### config.mk
export PLATFORM = sky130hd
export DESIGN_NAME = station_addr_rom_check
export DESIGN_NICKNAME = d
export VERILOG_FILES = /design/src/rtl/sar_pkg.sv /design/src/rtl/sar_sync_hunt.sv /design/src/rtl/sar_cksum_fold.sv /design/src/rtl/station_addr_rom_check.sv
export SDC_FILE = /design/constraint.sdc
export NUM_CORES = 1
export LEC_CHECK = 0
export ABC_AREA = 1
export BUFFER_PORTS_ARGS = -buffer_cell sky130_fd_sc_hd__clkbuf_2
export CAP_MARGIN = 25
export CORE_UTILIZATION = 50
export DETAILED_ROUTE_END_ITERATION = 8
export GPL_TIMING_DRIVEN = 1
export PLACE_DENSITY = 0.69
export SETUP_SLACK_MARGIN = 0.02
export SYNTH_ARGS = -nofsm -noshare
export SYNTH_HDL_FRONTEND = slang
export SYNTH_SLANG_ARGS = --single-unit
### constraint.sdc
create_clock -name clk -period 8.31 [get_ports clk]
set_input_delay 0.831 -clock clk [delete_from_list [all_inputs] [get_ports clk]]
set_output_delay 0.831 -clock clk [all_outputs]
set_load 0.02 [all_outputs]
### src/rtl/sar_pkg.sv
package sar_pkg;

  typedef enum logic [1:0] {
    ST_IDLE = 2'd0,
    ST_HUNT = 2'd1,
    ST_ADDR = 2'd2,
    ST_CSUM = 2'd3
  } sar_state_e;

  localparam int          SUM_W   = 17;
  localparam logic [16:0] SUM_MOD = 17'd65535;

  // Sync sequence repeats with period four: FF 00 55 AA.
  function automatic logic [7:0] sync_byte(input int unsigned idx);
    case (idx % 4)
      0:       return 8'hFF;
      1:       return 8'h00;
      2:       return 8'h55;
      default: return 8'hAA;
    endcase
  endfunction

  function automatic logic [16:0] fold_gt(input logic [16:0] v);
    return (v > SUM_MOD) ? (v - SUM_MOD) : v;
  endfunction

  function automatic logic [16:0] fold_ge(input logic [16:0] v);
    return (v >= SUM_MOD) ? (v - SUM_MOD) : v;
  endfunction

endpackage

### src/rtl/sar_sync_hunt.sv
module sar_sync_hunt #(
  parameter int PAT_LEN  = 8,
  parameter int HUNT_MAX = 32
) (
  input  logic       clk,
  input  logic       rst,
  input  logic       clr,
  input  logic       beat,
  input  logic [7:0] byte_in,
  output logic       found,
  output logic       exhausted
);
  import sar_pkg::*;

  localparam int IDX_W = (PAT_LEN > 1) ? $clog2(PAT_LEN) : 1;
  localparam int CNT_W = $clog2(HUNT_MAX + 1);

  logic [IDX_W-1:0] idx_q;
  logic [CNT_W-1:0] cnt_q;
  logic             hit;

  assign hit       = (byte_in == sync_byte(int'(idx_q)));
  assign found     = beat && hit && (idx_q == IDX_W'(PAT_LEN - 1));
  assign exhausted = beat && !found && (cnt_q == CNT_W'(HUNT_MAX - 1));

  always_ff @(posedge clk) begin
    if (rst || clr) begin
      idx_q <= '0;
      cnt_q <= '0;
    end else if (beat) begin
      // A mismatch drops back to the first entry without re-testing.
      idx_q <= hit ? idx_q + 1'b1 : '0;
      cnt_q <= cnt_q + 1'b1;
    end
  end

  // the hunt never counts beyond its read budget
  p_hunt_bound_r4: assert property (@(posedge clk) disable iff (rst)
    cnt_q <= CNT_W'(HUNT_MAX));

endmodule

### src/rtl/sar_cksum_fold.sv
module sar_cksum_fold (
  input  logic        clk,
  input  logic        rst,
  input  logic        clr,
  input  logic        beat,
  input  logic        odd,
  input  logic        first_pair,
  input  logic        last_pair,
  input  logic [7:0]  byte_in,
  output logic [15:0] sum_o
);
  import sar_pkg::*;

  logic [SUM_W-1:0] sum_q;
  logic [7:0]       lo_q;
  logic [SUM_W-1:0] word;
  logic [SUM_W-1:0] dbl;
  logic [SUM_W-1:0] added;
  logic [SUM_W-1:0] nxt;

  always_comb begin
    word  = {1'b0, byte_in, lo_q};
    dbl   = fold_gt({sum_q[15:0], 1'b0});
    added = dbl + word;
    nxt   = last_pair ? fold_ge(added) : fold_gt(added);
  end

  always_ff @(posedge clk) begin
    if (rst || clr) begin
      sum_q <= '0;
      lo_q  <= '0;
    end else if (beat) begin
      if (!odd) lo_q <= byte_in;
      else      sum_q <= first_pair ? word : nxt;
    end
  end

  assign sum_o = sum_q[15:0];

  // the running sum always stays within the modulus
  p_sum_range_r7: assert property (@(posedge clk) disable iff (rst)
    sum_q <= SUM_MOD);

endmodule

### src/rtl/station_addr_rom_check.sv
module station_addr_rom_check #(
  parameter int PAT_LEN    = 8,
  parameter int HUNT_MAX   = 32,
  parameter int ADDR_BYTES = 6
) (
  input  logic                    clk,
  input  logic                    rst,
  input  logic                    start,
  input  logic                    skip_sync,
  input  logic                    rd_ack,
  input  logic [7:0]              rd_data,
  output logic                    rd_req,
  output logic                    done,
  output logic                    valid,
  output logic [ADDR_BYTES*8-1:0] mac_addr
);
  import sar_pkg::*;

  localparam int MAC_W = ADDR_BYTES * 8;
  localparam int BI_W  = $clog2(ADDR_BYTES);

  sar_state_e      state_q;
  logic [BI_W-1:0] bidx_q;
  logic            chi_q;
  logic [7:0]      clo_q;
  logic            beat;
  logic            accept;
  logic            found;
  logic            exhausted;
  logic [15:0]     sum;
  logic            grp_bit;
  logic            oui_zero;

  assign beat     = rd_req && rd_ack;
  assign accept   = start && (state_q == ST_IDLE);
  assign grp_bit  = mac_addr[MAC_W-8];
  assign oui_zero = (mac_addr[MAC_W-1 -: 24] == 24'd0);

  sar_sync_hunt #(.PAT_LEN(PAT_LEN), .HUNT_MAX(HUNT_MAX)) hunt_i (
    .clk      (clk),
    .rst      (rst),
    .clr      (accept),
    .beat     (beat && (state_q == ST_HUNT)),
    .byte_in  (rd_data),
    .found    (found),
    .exhausted(exhausted)
  );

  sar_cksum_fold fold_i (
    .clk       (clk),
    .rst       (rst),
    .clr       (accept),
    .beat      (beat && (state_q == ST_ADDR)),
    .odd       (bidx_q[0]),
    .first_pair(bidx_q == BI_W'(1)),
    .last_pair (bidx_q == BI_W'(ADDR_BYTES - 1)),
    .byte_in   (rd_data),
    .sum_o     (sum)
  );

  always_ff @(posedge clk) begin
    if (rst) begin
      state_q  <= ST_IDLE;
      bidx_q   <= '0;
      chi_q    <= 1'b0;
      clo_q    <= '0;
      rd_req   <= 1'b0;
      done     <= 1'b0;
      valid    <= 1'b0;
      mac_addr <= '0;
    end else begin
      done <= 1'b0;
      case (state_q)
        ST_IDLE: begin
          if (start) begin
            valid   <= 1'b0;
            bidx_q  <= '0;
            chi_q   <= 1'b0;
            rd_req  <= 1'b1;
            state_q <= skip_sync ? ST_ADDR : ST_HUNT;
          end
        end
        ST_HUNT: begin
          if (found) begin
            state_q <= ST_ADDR;
          end else if (exhausted) begin
            state_q <= ST_IDLE;
            rd_req  <= 1'b0;
            done    <= 1'b1;
            valid   <= 1'b0;
          end
        end
        ST_ADDR: begin
          if (beat) begin
            mac_addr[(ADDR_BYTES - 1 - int'(bidx_q)) * 8 +: 8] <= rd_data;
            if (bidx_q == BI_W'(ADDR_BYTES - 1)) state_q <= ST_CSUM;
            else                                 bidx_q  <= bidx_q + 1'b1;
          end
        end
        default: begin
          if (beat) begin
            if (!chi_q) begin
              clo_q <= rd_data;
              chi_q <= 1'b1;
            end else begin
              state_q <= ST_IDLE;
              rd_req  <= 1'b0;
              done    <= 1'b1;
              valid   <= (sum == {rd_data, clo_q}) && !grp_bit && !oui_zero;
            end
          end
        end
      endcase
    end
  end

  // completion is a single-cycle pulse
  p_done_pulse_r10: assert property (@(posedge clk) disable iff (rst)
    done |=> !done);

  // no request outstanding while completing
  p_done_noreq_r2: assert property (@(posedge clk) disable iff (rst)
    done |-> !rd_req);

  // idle block never requests
  p_idle_noreq_r2: assert property (@(posedge clk) disable iff (rst)
    (state_q == ST_IDLE) |-> !rd_req);

  // results hold while idle and no start arrives
  p_hold_r10: assert property (@(posedge clk) disable iff (rst)
    (state_q == ST_IDLE && !start) |=> ($stable(valid) && $stable(mac_addr)));

  // an accepted address never carries the group bit
  p_no_group_r9: assert property (@(posedge clk) disable iff (rst)
    (done && valid) |-> !mac_addr[MAC_W-8]);

  // an accepted address never has an all-zero prefix
  p_no_zero_oui_r9: assert property (@(posedge clk) disable iff (rst)
    (done && valid) |-> (mac_addr[MAC_W-1 -: 24] != 24'd0));

endmodule

==> flow_summary_export.csv <==
group,metric,value,unit
die,io_pins,64,
clocking,clock_latency,0.35,ns
clocking,clk_pin_slew,0.07,ns
timing,finalSetupViolations,0,
timing,min_period,3.27,ns
placement,place.port_buffers,63,
flow_run,cap_violations,0,
layout,multi_input_comb_area,3910,um^2
setup_path,start_kind,"input pin",
power,p_leak,3.42,nW
clocking,holdBufCountCts,0,
setup_path,cp-end-kind,"register",
timing,fin_tns_setup,0,ns
die,die_y,115,um
clocking,cts_setup_buffers,0,
die,initial_core_util,51.2,%
timing,max_freq,306,MHz
clocking,cts_made_buffers,9,
setup_path,r2r-end,"fold_i.sum_q[7]",
drt,drt_iter0_drc,498,
die,die-area,13300,um^2
drt,wl,18.2,mm
power,powerDensity,176,nW/um^2
die,fp.dieW,115,um
timing,finalMaxSlewViolations,0,
global_route,antenna_found_initial,0,
layout,syn2layout_area_growth,11.9,%
clocking,cts.sinks,98,
worst_hold_path,min_path_cells,2,
setup_path,critPathKind,"input pin to register",
clocking,cts_max_level,3,
worst_hold_path,hold_path.class,"register to register",
logic_synthesis,ys_warn_count,0,
setup_path,reg2regPathDepth,17,
drt,drtAntennaViolNets,0,
timing,hold_violations,0,
logic_synthesis,async_flop_share,0,%
logic_synthesis,synth_cells,979,
timing,finClkSkew,0.00575,ns
layout,diodes,0,
logic_synthesis,synth_area,6430,um^2
drt,drtPass1Iterations,7,
clocking,clockBufferDepth,2,
timing,rsz0062_at_grt,"false",
global_route,grt_pass1_vias,5568,
drt,viasPerCell,5.38,
layout,fin_nets,1080,
setup_path,worstPathRequired,8.56,ns
power,ir_drop,0.101,mV
timing,slew_headroom,39.2,%
timing,finalWorstSetupSlack,5.04,ns
die,coreArea,12600,um^2
worst_hold_path,holdPathEnd,"mac_addr[1]",
drt,vias,6503,
logic_synthesis,syn_avg_cell_area,6.57,um^2
global_route,overflow,0,
placement,place_hpwl,13.8,mm
timing,period_share,39.3,%
global_route,grt_usage,28.0,%
clocking,post_cts_resized,0,
die,num_rows,41,
logic_synthesis,synth_top_area_share,30.5,%
logic_synthesis,syn-num-nets,1028,
clocking,tritoncts,"built",
clocking,cts_root_buf,"clkbuf_16",
layout,fillers,1259,
logic_synthesis,synth_seq_cells,98,
logic_synthesis,synth_area_leaders,"dfxtp_1, nand2_1, ha_1",
setup_path,arrival,3.51,ns
timing,worst_slew_pin_slew,0.909,ns
status,status,"finished, final reports clean",
drt,wl_per_cell,15.1,um
logic_synthesis,synth-edff-count,0,
setup_path,ff2ff_setup_slack,5.13,ns
placement,place_congestion,0.942,
logic_synthesis,ys.flop_type,"dfxtp_1",
placement,dp_slack,4.75,ns
setup_path,reg2reg_from,"fold_i.sum_q[15]",
layout,drive_above_1_share,12.3,%
drt,drc,0,
worst_hold_path,hp-start,"mac_addr[1]",
logic_synthesis,yosysSeqAreaShare,30.5,%
layout,seq_area,1960,um^2
global_route,grt_pass1_wl,28.8,mm
logic_synthesis,ys_types,47,
logic_synthesis,synth_top_area_cell,"dfxtp_1",
global_route,grt_max_degree,47,
setup_path,crit_fanout,17,
## Yosys cell counts (2+ instances only)
cell type / count
nand2_1: 235
inv_1: 113
nor2_1: 109
dfxtp_1: 98
a21oi_1: 81
nand3_1: 72
o21ai_0: 60
ha_1: 34
clkbuf_1: 22
nor3_1: 18
nand4_1: 17
xor2_1: 13
a211oi_1: 11
nand2_2: 10
nand3_2: 9
nor4_1: 9
xnor2_1: 9
nand3b_1: 7
a21oi_2: 5
nor2_2: 4
and2_1: 3
buf_1: 3
inv_2: 3
nand2_4: 3
or2_2: 3
a21o_1: 2
and3_1: 2
clkinv_1: 2
fa_1: 2
nand3_4: 2
o22ai_1: 2
## per-layer routing
layer | up-vias | share of wire, % | wire length, um | track usage (%)
met5 | - | 0 | 0 | 0
met4 | 0 | 2.4 | 438 | 9.78
met3 | 30 | 5.1 | 934 | 3.45
met2 | 181 | 43 | 7900 | 41.2
met1 | 2975 | 49 | 8950 | 41.7
li1 | 3317 | - | - | -
## worst max-delay path by stage
stage | from | endpoint | cells past startpoint
floorplan | rd_data[1] | fold_i.sum_q[9] | 18
global placement | rd_data[2] | fold_i.sum_q[13] | 19
detailed placement | rd_data[1] | fold_i.sum_q[10] | 19
CTS | rd_data[1] | fold_i.sum_q[11] | 19
global route | rd_data[2] | fold_i.sum_q[7] | 19
finish | rd_data[2] | fold_i.sum_q[7] | 19
## power by group
part	switching, mW	leakage (nW)	internal, mW
Sequential	0.0137	0.790	0.486
Combinational	0.243	2.49	0.0995
Clock	0.189	0.142	0.236
Total	0.446	3.42	0.822
## flip-flops by register name (all words and copies together) (netlist names)
register	count
valid	1
clo_q	8
mac_addr	48
fold_i.lo_q	8
hunt_i.cnt_q	6
hunt_i.idx_q	3
rd_req	1
fold_i.sum_q	16
chi_q	1
bidx_q	3
done	1
state_q	2
## metrics by stage
| step | cells | util, % | hold WS [ns] | power, mW | area (um^2) |
|---|---|---|---|---|---|
| after global placement | 1190 | 54.7 | 0.461 | 0.845 | 6870 |
| after floorplan | 979 | - | 0.449 | 0.760 | 6430 |
| final | 1208 | 57.3 | 0.467 | 1.27 | 7200 |
| after detailed placement | 1191 | 54.7 | 0.460 | 0.846 | 6880 |
| after global routing | 1208 | 57.3 | 0.487 | 1.33 | 7200 |
| after CTS | 1207 | 57.1 | 0.471 | 1.26 | 7170 |
## final cells by class
cell class	count	area share, %
inverters	118	6.15
repair buffers	69	5.25
well taps	172	2.99
flip-flops and latches	98	27.3
clock inverters	5	0.869
clock buffers	11	3.23
multi-input cells	735	54.3
## worst max-delay path, cell delays in order
cell and delay (ns):
clkbuf_2 0.23, ha_1 0.44, nand2_1 0.12, nor2_1 0.25, and2_1 0.17, nand2_1 0.06, nand2_1 0.06, nand2_1 0.04
nand2_1 0.15, nand2_1 0.13, nor2_1 0.12, nand3_1 0.15, nand3_4 0.26, nand2_4 0.13, nand2_1 0.08, nand2_1 0.04
nand2_1 0.05, nand2_1 0.06, a21oi_1 0.13
## cell usage in the layout (no fill, tap or decap), drive strengths merged, types with 2 or more instances in the layout
master	Yosys	final
nand2	248	248
inv	116	117
nor2	114	114
dfxtp	98	98
a21oi	86	86
nand3	83	83
clkbuf	22	74
o21ai	60	60
ha	34	34
nor3	19	19
nand4	19	19
xor2	13	13
a211oi	11	11
nor4	9	9
xnor2	9	9
nand3b	7	7
buf	6	6
clkinv	2	4
or2	3	3
and2	3	3
and3	2	2
o22ai	2	2
a21o	2	2
fa	2	2
## cells by family after synthesis
family	after synthesis	synth area share [%]
fa+ha+maj	36	7.23
xor+xnor	22	2.99
compound gates	169	14.5
buf+inv	146	8.83
simple gates	508	36.0
flops	98	30.5
Power figures use the tool's default switching activity.
